[config.mk]
export PLATFORM = sky130hd
export DESIGN_NAME = rxq_ptr_mgr
export DESIGN_NICKNAME = d
export VERILOG_FILES = /design/src/rtl/rxq_pkg.sv /design/src/rtl/rxq_size_dec.sv /design/src/rtl/rxq_wrap_step.sv /design/src/rtl/rxq_ptr_mgr.sv
export SDC_FILE = /design/constraint.sdc
export NUM_CORES = 1
export LEC_CHECK = 0
export BUFFER_PORTS_ARGS = -buffer_cell sky130_fd_sc_hd__buf_2
export CAP_MARGIN = 20
export CORE_MARGIN = 5
export CORE_UTILIZATION = 35
export CTS_CLUSTER_SIZE = 12
export DETAILED_ROUTE_END_ITERATION = 7
export PLACE_DENSITY = 0.54
export SLEW_MARGIN = 20
export SYNTH_ARGS = -nofsm -noshare
export SYNTH_HDL_FRONTEND = slang
export SYNTH_HIERARCHICAL = 1
export SYNTH_SLANG_ARGS = --single-unit
[constraint.sdc]
create_clock -name clk -period 5.7 [get_ports clk]
set_clock_uncertainty 0.1 [all_clocks]
set_input_delay 0.285 -clock clk [delete_from_list [all_inputs] [get_ports clk]]
set_output_delay 0.285 -clock clk [all_outputs]
set_load 0.05 [all_outputs]
[src/rtl/rxq_pkg.sv]
package rxq_pkg;
    typedef enum logic [2:0] {
        RA_BASE  = 3'd0,
        RA_PROPS = 3'd1,
        RA_HEAD  = 3'd2,
        RA_TAIL  = 3'd3,
        RA_LEN   = 3'd4,
        RA_THR   = 3'd5,
        RA_NEXT  = 3'd6
    } rxq_reg_e;

    localparam int MIN_SHIFT  = 10;   // 1 KB minimum size / alignment
    localparam int PROP_SYS   = 3;    // properties bit marking a system queue
    localparam int PROP_W     = 4;
endpackage

[src/rtl/rxq_size_dec.sv]
module rxq_size_dec #(
    parameter int AW   = 32,
    parameter int SZW  = 3,
    parameter int LENW = 16
) (
    input  logic [SZW-1:0]  size_sel,
    input  logic [AW-1:0]   addr,
    output logic [AW-1:0]   byte_mask,
    output logic [LENW-1:0] capacity,
    output logic            misaligned
);
    localparam int ENT0 = 1 << (rxq_pkg::MIN_SHIFT - 2);
    localparam logic [AW-1:0] LOW_MASK = AW'((1 << rxq_pkg::MIN_SHIFT) - 1);

    always_comb begin
        byte_mask  = (AW'(1) << (rxq_pkg::MIN_SHIFT + int'(size_sel))) - AW'(1);
        capacity   = LENW'(ENT0) << size_sel;
        misaligned = |(addr & byte_mask & ~LOW_MASK);
    end
endmodule

[src/rtl/rxq_wrap_step.sv]
module rxq_wrap_step #(
    parameter int AW = 32
) (
    input  logic [AW-1:0] ptr,
    input  logic [AW-1:0] wrap_to,
    input  logic [AW-1:0] byte_mask,
    output logic [AW-1:0] nxt,
    output logic          wrapped
);
    logic [AW-1:0] sum;

    always_comb begin
        sum     = ptr + AW'(4);
        wrapped = (sum & byte_mask) == '0;
        nxt     = wrapped ? wrap_to : sum;
    end
endmodule

[src/rtl/rxq_ptr_mgr.sv]
module rxq_ptr_mgr #(
    parameter int AW   = 32,
    parameter int SZW  = 3,
    parameter int LENW = (rxq_pkg::MIN_SHIFT - 2) + (1 << SZW)
) (
    input  logic          clk,
    input  logic          rst_n,
    input  logic          diag_mode,
    input  logic          reg_wr_en,
    input  logic [2:0]    reg_addr,
    input  logic [AW-1:0] reg_wdata,
    output logic [AW-1:0] reg_rdata,
    input  logic          enq,
    output logic [AW-1:0] enq_addr,
    input  logic          deq,
    output logic          full,
    output logic          empty,
    output logic          thresh_hit,
    output logic          overflow,
    output logic          align_err
);
    import rxq_pkg::*;

    localparam logic [AW-1:0] ALIGN_MASK = ~AW'((1 << MIN_SHIFT) - 1);

    typedef struct packed {
        logic [AW-1:0]     base;
        logic [AW-1:0]     next_base;
        logic [AW-1:0]     head;
        logic [AW-1:0]     tail;
        logic [LENW-1:0]   len;
        logic [LENW-1:0]   thr;
        logic [PROP_W-1:0] props;
        logic              props_set;
        logic              ovf;
        logic              aerr;
    } rxq_state_t;

    rxq_state_t st_q, st_d;

    logic [AW-1:0]   byte_mask;
    logic [LENW-1:0] capacity;
    logic            wr_misaligned;
    logic [AW-1:0]   head_nxt, tail_nxt, tail_wrap_to;
    logic            head_wrap, tail_wrap;
    logic            is_sys, at_full, at_empty, enq_ok, deq_ok;
    logic [AW-1:0]   wdata_al;

    rxq_size_dec #(.AW(AW), .SZW(SZW), .LENW(LENW)) u_size (
        .size_sel   (st_q.props[SZW-1:0]),
        .addr       (reg_wdata),
        .byte_mask  (byte_mask),
        .capacity   (capacity),
        .misaligned (wr_misaligned)
    );

    assign is_sys       = st_q.props[PROP_SYS];
    assign tail_wrap_to = is_sys ? st_q.next_base : st_q.base;

    rxq_wrap_step #(.AW(AW)) u_head_step (
        .ptr       (st_q.head),
        .wrap_to   (st_q.base),
        .byte_mask (byte_mask),
        .nxt       (head_nxt),
        .wrapped   (head_wrap)
    );

    rxq_wrap_step #(.AW(AW)) u_tail_step (
        .ptr       (st_q.tail),
        .wrap_to   (tail_wrap_to),
        .byte_mask (byte_mask),
        .nxt       (tail_nxt),
        .wrapped   (tail_wrap)
    );

    assign at_full  = st_q.len == capacity;
    assign at_empty = st_q.len == '0;
    assign enq_ok   = enq && !at_full;
    assign deq_ok   = deq && !at_empty;
    assign wdata_al = reg_wdata & ALIGN_MASK;

    always_comb begin
        st_d = st_q;

        // queue movement
        if (enq_ok) begin
            st_d.tail = tail_nxt;
            if (tail_wrap && is_sys) st_d.base = st_q.next_base;
        end
        if (deq_ok) st_d.head = head_nxt;
        if (enq_ok && !deq_ok)      st_d.len = st_q.len + LENW'(1);
        else if (deq_ok && !enq_ok) st_d.len = st_q.len - LENW'(1);
        if (enq && at_full) st_d.ovf = 1'b1;

        // register writes take precedence over movement
        if (reg_wr_en) begin
            unique case (rxq_reg_e'(reg_addr))
                RA_BASE: if (diag_mode && st_q.props_set) begin
                    st_d.base = wdata_al;
                    st_d.head = wdata_al;
                    st_d.tail = wdata_al;
                    st_d.len  = '0;
                    if (wr_misaligned) st_d.aerr = 1'b1;
                end
                RA_PROPS: if (diag_mode) begin
                    st_d.props     = reg_wdata[PROP_W-1:0];
                    st_d.props_set = 1'b1;
                end
                RA_HEAD: if (diag_mode) st_d.head = {reg_wdata[AW-1:2], 2'b00};
                RA_TAIL: if (diag_mode) st_d.tail = {reg_wdata[AW-1:2], 2'b00};
                RA_LEN:  if (diag_mode) st_d.len  = reg_wdata[LENW-1:0];
                RA_THR:  st_d.thr = reg_wdata[LENW-1:0];
                RA_NEXT: if (st_q.props_set) st_d.next_base = wdata_al;
                default: ;
            endcase
        end
    end

    always_ff @(posedge clk) begin
        if (!rst_n) begin
            st_q     <= '0;
            st_q.thr <= '1;
        end else begin
            st_q <= st_d;
        end
    end

    always_comb begin
        unique case (rxq_reg_e'(reg_addr))
            RA_BASE:  reg_rdata = st_q.base;
            RA_PROPS: reg_rdata = AW'(st_q.props);
            RA_HEAD:  reg_rdata = st_q.head;
            RA_TAIL:  reg_rdata = st_q.tail;
            RA_LEN:   reg_rdata = AW'(st_q.len);
            RA_THR:   reg_rdata = AW'(st_q.thr);
            RA_NEXT:  reg_rdata = st_q.next_base;
            default:  reg_rdata = '0;
        endcase
    end

    assign enq_addr   = st_q.tail;
    assign full       = at_full;
    assign empty      = at_empty;
    assign thresh_hit = st_q.len >= st_q.thr;
    assign overflow   = st_q.ovf;
    assign align_err  = st_q.aerr;
endmodule

==> flow_summary_export.csv, run 1 <==
group,metric,value,unit
yosys,syn_inst,1683,
final_layout,final_cell_area,0.01482,mm²
yosys,avgSynthCellArea,8.113,µm²
floorplanning,core.rowCount,72,
clock_tree,cts_max_path_buffers,2,
drt,vias,13228,
power,power.switching,1.589,mW
min_path,whs_path_depth,3,
grt,grt_pass1_wl,82340,µm
power,power_density,265.2,mW/mm²
sta,slew_viol_final,0,
min_path,hp-start,"reg_wdata[29]",
power,ir_drop,505.9,µV
setup_path,startpoint_type,"flip-flop",
sta,hold_violations,0,
final_layout,layout_common_cells,"nand2_1, dfxtp_1, buf_2",
power,seqPwrFrac,34.7,%
power,p_int,2.340,mW
status,status,"finished clean",
final_layout,num-nets-final,1753,
setup_path,ff2ff_setup_slack,1070,ps
yosys,syn_area,0.01365,mm²
final_layout,drive_above_1_share,19.96,%
placed_design,port-buffer-count,109,
sta,max_freq,216.2,MHz
grt,grt_pass1_vias,12564,
placed_design,gp_congestion,1.008,
sta,layout_min_cycle_time,4626,ps
placed_design,dpl_cell_area,0.01421,mm²
sta,setup_viol,0,
final_layout,final_util,38.34,%
sta,rsz0062_at_grt,"no",
yosys,yosys_warnings,6,
floorplanning,dieArea,0.04306,mm²
setup_path,worstRegToRegCells,14,
floorplanning,ios,110,
final_layout,fillers,3980,
setup_path,end_kind,"flip-flop",
clock_tree,cts_buffers,17,
power,clockPowerShare,30.1,%
min_path,hp-class,"in2reg",
floorplanning,die_h,207.5,µm
power,combPwrFrac,35.2,%
drt,drc,0,
grt,antenna_found_initial,1,
drt,via_per_inst,5.969,
job,max-cap-violations,0,
floorplanning,initial_utilization,35.33,%
grt,grt_max_degree,73,
clock_tree,h-tree-depth,4,
sta,tns,0,ps
power,p_sw_share,40.45,%
drt,drt-initial-drc-count,1539,
drt,first_pass_iters,8,
clock_tree,cts_sinks,157,
setup_path,timing.rr.start,"st_q[5]$_SDFFE_PN0P_",
clock_tree,post_cts_buffers,0,
placed_design,post-dp-hpwl,38570,µm
drt,wl_per_cell,24.56,µm
sta,setup_slack,1074,ps
clock_tree,tritoncts,"yes",
grt,grt_overflow,0,
setup_path,rr_endpoint,"st_q[99]$_SDFF_PN0_",
setup_path,critPathKind,"reg2reg",
setup_path,critPathMaxFanout,21,
drt,drtAntennaViolNets,0,
power,p_leak,6.184,nW
sta,tightest_slew,1109,ps
drt,totalWireLength,54420,µm
placed_design,dp_slack,1144,ps
floorplanning,core,0.03865,mm²
clock_tree,insertion_delay,470,ps
clock_tree,cts_root_buf,"clkbuf_16",
min_path,min_to,"st_q[132]$_SDFFE_PN0P_",
sta,slew_headroom,25.89,%
final_layout,diodes,0,
sta,finalCritPeriodShare,81.16,%
setup_path,cp.arrival,4890,ps
floorplanning,die_width,207.5,µm
final_layout,area_delta_synth_final,8.504,%
clock_tree,clk_pin_slew,80,ps
final_layout,layout.cells.most_common,"nand2_1",
setup_path,worstPathRequired,5970,ps
grt,grt_util_all_layers,24.30,%
cell type report:
cell class | count | area [µm²] | area share [%]
Multi-Input combinational cell | 1324 | 9467 | 63.90
Tap cell | 518 | 648.1 | 4.375
Clock inverter | 14 | 131.4 | 0.8867
Timing Repair Buffer | 145 | 835.8 | 5.641
Inverter | 40 | 150.1 | 1.013
Sequential cell | 157 | 3144 | 21.22
Clock buffer | 18 | 439.2 | 2.964
timing repair:
item                                   in CTS  in global routing
hold buffers                                3                  0
gates resized for setup                     0                  0
endpoints found under the hold margin       3                  0
flip-flops by register name, summed over array words and instances (netlist names):
name / count
st_q: 122
enq_addr: 32
align_err: 1
is_sys: 1
overflow: 1
worst max path at each step:
stage,startpoint,endpoint,slack (ps)
6_report,st_q[5]$_SDFFE_PN0P_,st_q[99]$_SDFF_PN0_,1070
5_1_grt,st_q[5]$_SDFFE_PN0P_,st_q[99]$_SDFF_PN0_,710
4_1_cts,st_q[5]$_SDFFE_PN0P_,st_q[99]$_SDFF_PN0_,1110
3_5_place_dp,st_q[5]$_SDFFE_PN0P_,st_q[99]$_SDFF_PN0_,1140
3_3_place_gp,st_q[5]$_SDFFE_PN0P_,st_q[100]$_SDFF_PN0_,1300
2_1_floorplan,st_q[4]$_SDFFE_PN0P_,st_q[100]$_SDFF_PN0_,1670
layer usage:
metal	GRT usage (%)	part of all wire (%)
met2	39.46	46
met3	3.748	7.1
met1	33.76	44
met4	6.430	2.4
met5	0	0
metrics by stage:
step	instances	power, mW	hold slack [ps]
2_1_floorplan	1702	2.427	309.0
3_3_place_gp	2180	2.726	375.9
3_5_place_dp	2181	2.740	386.9
4_1_cts	2216	3.911	3.659
5_1_grt	2216	4.074	22.80
6_report	2216	3.929	13.58
power by group through the flow:
stage / Sequential (mW) / Clock [mW] / Combinational (mW)
after floorplan: 1.25 / 0 / 1.18
after global placement: 1.38 / 0 / 1.35
after global routing: 1.37 / 1.23 / 1.47
after CTS: 1.36 / 1.19 / 1.36
final: 1.36 / 1.18 / 1.38
after detailed placement: 1.38 / 0 / 1.36
worst max-delay path, cell delays in order (launching register included):
cell and delay (ps):
dfxtp_1 550, inv_1 230, ha_1 470, nor4_1 410
xor2_1 140, a221oi_1 410, nand4_1 170, nor4_2 390
nand4_2 130, buf_4 300, mux2_4 340, mux2_1 310
o211ai_1 220, a21oi_1 100, o211a_1 240
No activity file was read; power rests on OpenSTA's default activity.
==> inputs of run 2 (changes only) <==
Settings changed: PLACE_DENSITY 0.54 to 0.56.
Clock period 5.7 ns to 4.2 ns, I/O delays scaled along.
==> flow_summary_export.csv, run 2 (synthesis results as in run 1) <==
group,metric,value,unit
status,status,"finished clean",
final_layout,layout.cells.most_common,"nand2_1",
final_layout,regMostFlops,"st_q",
power,seqPwrFrac,32.8,%
sta,hold_violations,0,
drt,wl_per_cell,23.86,µm
clock_tree,h-tree-depth,4,
drt,via_per_inst,5.887,
setup_path,cp_slowest_stage_delay,510,ps
sta,slew_viol_final,0,
clock_tree,clk_pin_slew,70,ps
min_path,whs_path_depth,3,
floorplanning,die_width,207.5,µm
setup_path,worst-path-stages,14,
sta,max_freq,242.7,MHz
min_path,hp-start,"reg_wdata[15]",
final_layout,final_util,40.25,%
sta,slew_headroom,25.37,%
setup_path,path_cells,"ha_2 -> nand3_1 -> nor2_1 -> nand4_1 -> or3_1 -> xnor2_1 -> a222oi_1 -> nand4_2 -> buf_4 -> mux2_4 -> mux2_2 -> o211ai_1 -> a21oi_1 -> o211a_1",
floorplanning,initial_utilization,35.33,%
clock_tree,cts_root_buf,"clkbuf_16",
sta,rsz0062_at_grt,"yes",
sta,setup_viol,0,
sta,tightest_slew,1119,ps
setup_path,worstPathRequired,4450,ps
setup_path,critPathKind,"reg2reg",
power,p_int,3.331,mW
clock_tree,cts_buffers,17,
final_layout,largest_register_ffs,122,
min_path,hp-class,"in2reg",
drt,dr_wl_met2,25030,µm
floorplanning,dieArea,0.04306,mm²
drt,dr_wl_met3,3245,µm
final_layout,area_delta_synth_final,13.93,%
grt,grt_overflow,0,
setup_path,timing.rr.start,"st_q[73]$_SDFF_PN0_",
job,max-cap-violations,0,
min_path,min_to,"st_q[118]$_SDFFE_PN0P_",
floorplanning,die_h,207.5,µm
setup_path,cp.arrival,4360,ps
placed_design,post-dp-hpwl,40100,µm
setup_path,critPathMaxFanout,11,
clock_tree,cts_max_path_buffers,2,
drt,top_layer,"met4",
clock_tree,insertion_delay,460,ps
placed_design,port-buffer-count,109,
final_layout,diodes,0,
grt,grt_pass1_vias,13039,
sta,layout_min_cycle_time,4120,ps
drt,drtAntennaViolNets,0,
grt,grt_max_degree,73,
drt,wl_met1,24300,µm
sta,finalCritPeriodShare,98.09,%
placed_design,gp_congestion,1.021,
grt,antenna_found_initial,0,
clock_tree,cts_sinks,157,
floorplanning,core,0.03865,mm²
drt,totalWireLength,54810,µm
power,clockPowerShare,30.5,%
power,ir_drop,345.5,µV
setup_path,rr_endpoint,"st_q[90]$_SDFF_PN0_",
final_layout,layout_common_cells,"nand2_1, dfxtp_1, buf_2",
power,combPwrFrac,36.7,%
sta,tns,0,ps
drt,first_pass_iters,5,
power,power.switching,2.115,mW
drt,drt-initial-drc-count,1272,
final_layout,num-nets-final,1834,
drt,drc,0,
power,p_sw_share,38.83,%
drt,vias,13522,
grt,grt_util_all_layers,24.51,%
setup_path,end_kind,"flip-flop",
setup_path,crit_family,"simple AND/OR/NAND/NOR gates",
setup_path,startpoint_type,"flip-flop",
power,power_density,350.1,mW/mm²
floorplanning,ios,110,
setup_path,crit_buf_inv,1,
grt,grt_pass1_wl,82940,µm
floorplanning,core.rowCount,72,
power,p_leak,6.609,nW
setup_path,ff2ff_setup_slack,80,ps
setup_path,worstRegToRegCells,14,
setup_path,crit_slowest_cell,"a222oi_1",
clock_tree,tritoncts,"yes",
final_layout,drive_above_1_share,22.43,%
## run 2: changes by cell type in the layout (fill, tap and decap cells not counted), moves of 3 or more
cell / delta
clkbuf_8: +3
clkinv_2: -3
dlygate4sd3_1: +22
buf_4: +58
inv_6: -4
## run 2: what timing repair did
action | CTS | global route
pin swaps | 0 | 3
cloned | 0 | 0
buffers inserted | 0 | 0
gates resized for setup | 1 | 6
endpoints found under the hold margin | 35 | 0
endpoints found under the setup margin | 1 | 33
hold buffers | 25 | 0
## run 2: worst max path at each step
stage | from | to | slack (ps)
2_1_floorplan | st_q[4]$_SDFFE_PN0P_ | st_q[98]$_SDFF_PN0_ | 170
3_3_place_gp | st_q[4]$_SDFFE_PN0P_ | st_q[86]$_SDFF_PN0_ | 220
3_5_place_dp | st_q[4]$_SDFFE_PN0P_ | st_q[90]$_SDFF_PN0_ | 80
4_1_cts | st_q[73]$_SDFF_PN0_ | st_q[90]$_SDFF_PN0_ | 20
5_1_grt | st_q[4]$_SDFFE_PN0P_ | st_q[90]$_SDFF_PN0_ | -30
6_report | st_q[73]$_SDFF_PN0_ | st_q[90]$_SDFF_PN0_ | 80
## run 2: power by group through the flow
| stage | registers (mW) | clock network [mW] | logic, mW |
|---|---|---|---|
| after floorplan | 1.69 | 0 | 1.60 |
| final | 1.79 | 1.66 | 2.00 |
| after CTS | 1.78 | 1.69 | 1.98 |
| after global placement | 1.81 | 0 | 1.93 |
| after global routing | 1.80 | 1.76 | 2.13 |
| after detailed placement | 1.81 | 0 | 1.95 |
## run 2: stage by stage
| stage | power (mW) | setup WS [ps] | std cells | hold WS [ps] | instance area (µm²) |
|---|---|---|---|---|---|
| 2_1_floorplan | 3.293 | 165.1 | 1702 | 234.0 | 13730 |
| 3_3_place_gp | 3.737 | 223.0 | 2240 | 375.5 | 14670 |
| 3_5_place_dp | 3.760 | 84.33 | 2240 | 391.3 | 14670 |
| 4_1_cts | 5.438 | 20.05 | 2297 | 0.9642 | 15540 |
| 5_1_grt | 5.685 | -27.09 | 2297 | 17.94 | 15560 |
| 6_report | 5.446 | 80.31 | 2297 | 17.07 | 15560 |
## run 2: worst min-delay path: stages
cell and delay [ps]:
buf_2 170, nand2_1 70, a21boi_0 70
## run 2: final cells by class
| cell class | instances | area, µm² |
|---|---|---|
| inverter | 40 | 150.1 |
| fill | 3940 | 23090 |
| clock buffer | 22 | 484.2 |
| tap | 518 | 648.1 |
| multi-input combinational | 1324 | 9472 |
| clock inverter | 10 | 128.9 |
| sequential | 157 | 3147 |
| timing repair buffer | 226 | 1526 |
## run 2: metal layers
metal | vias up | global-route usage [%]
met4 | 0 | 10.21
met2 | 568 | 39.51
met3 | 123 | 2.977
met5 | - | 0
met1 | 6550 | 33.29
li1 | 6281 | -
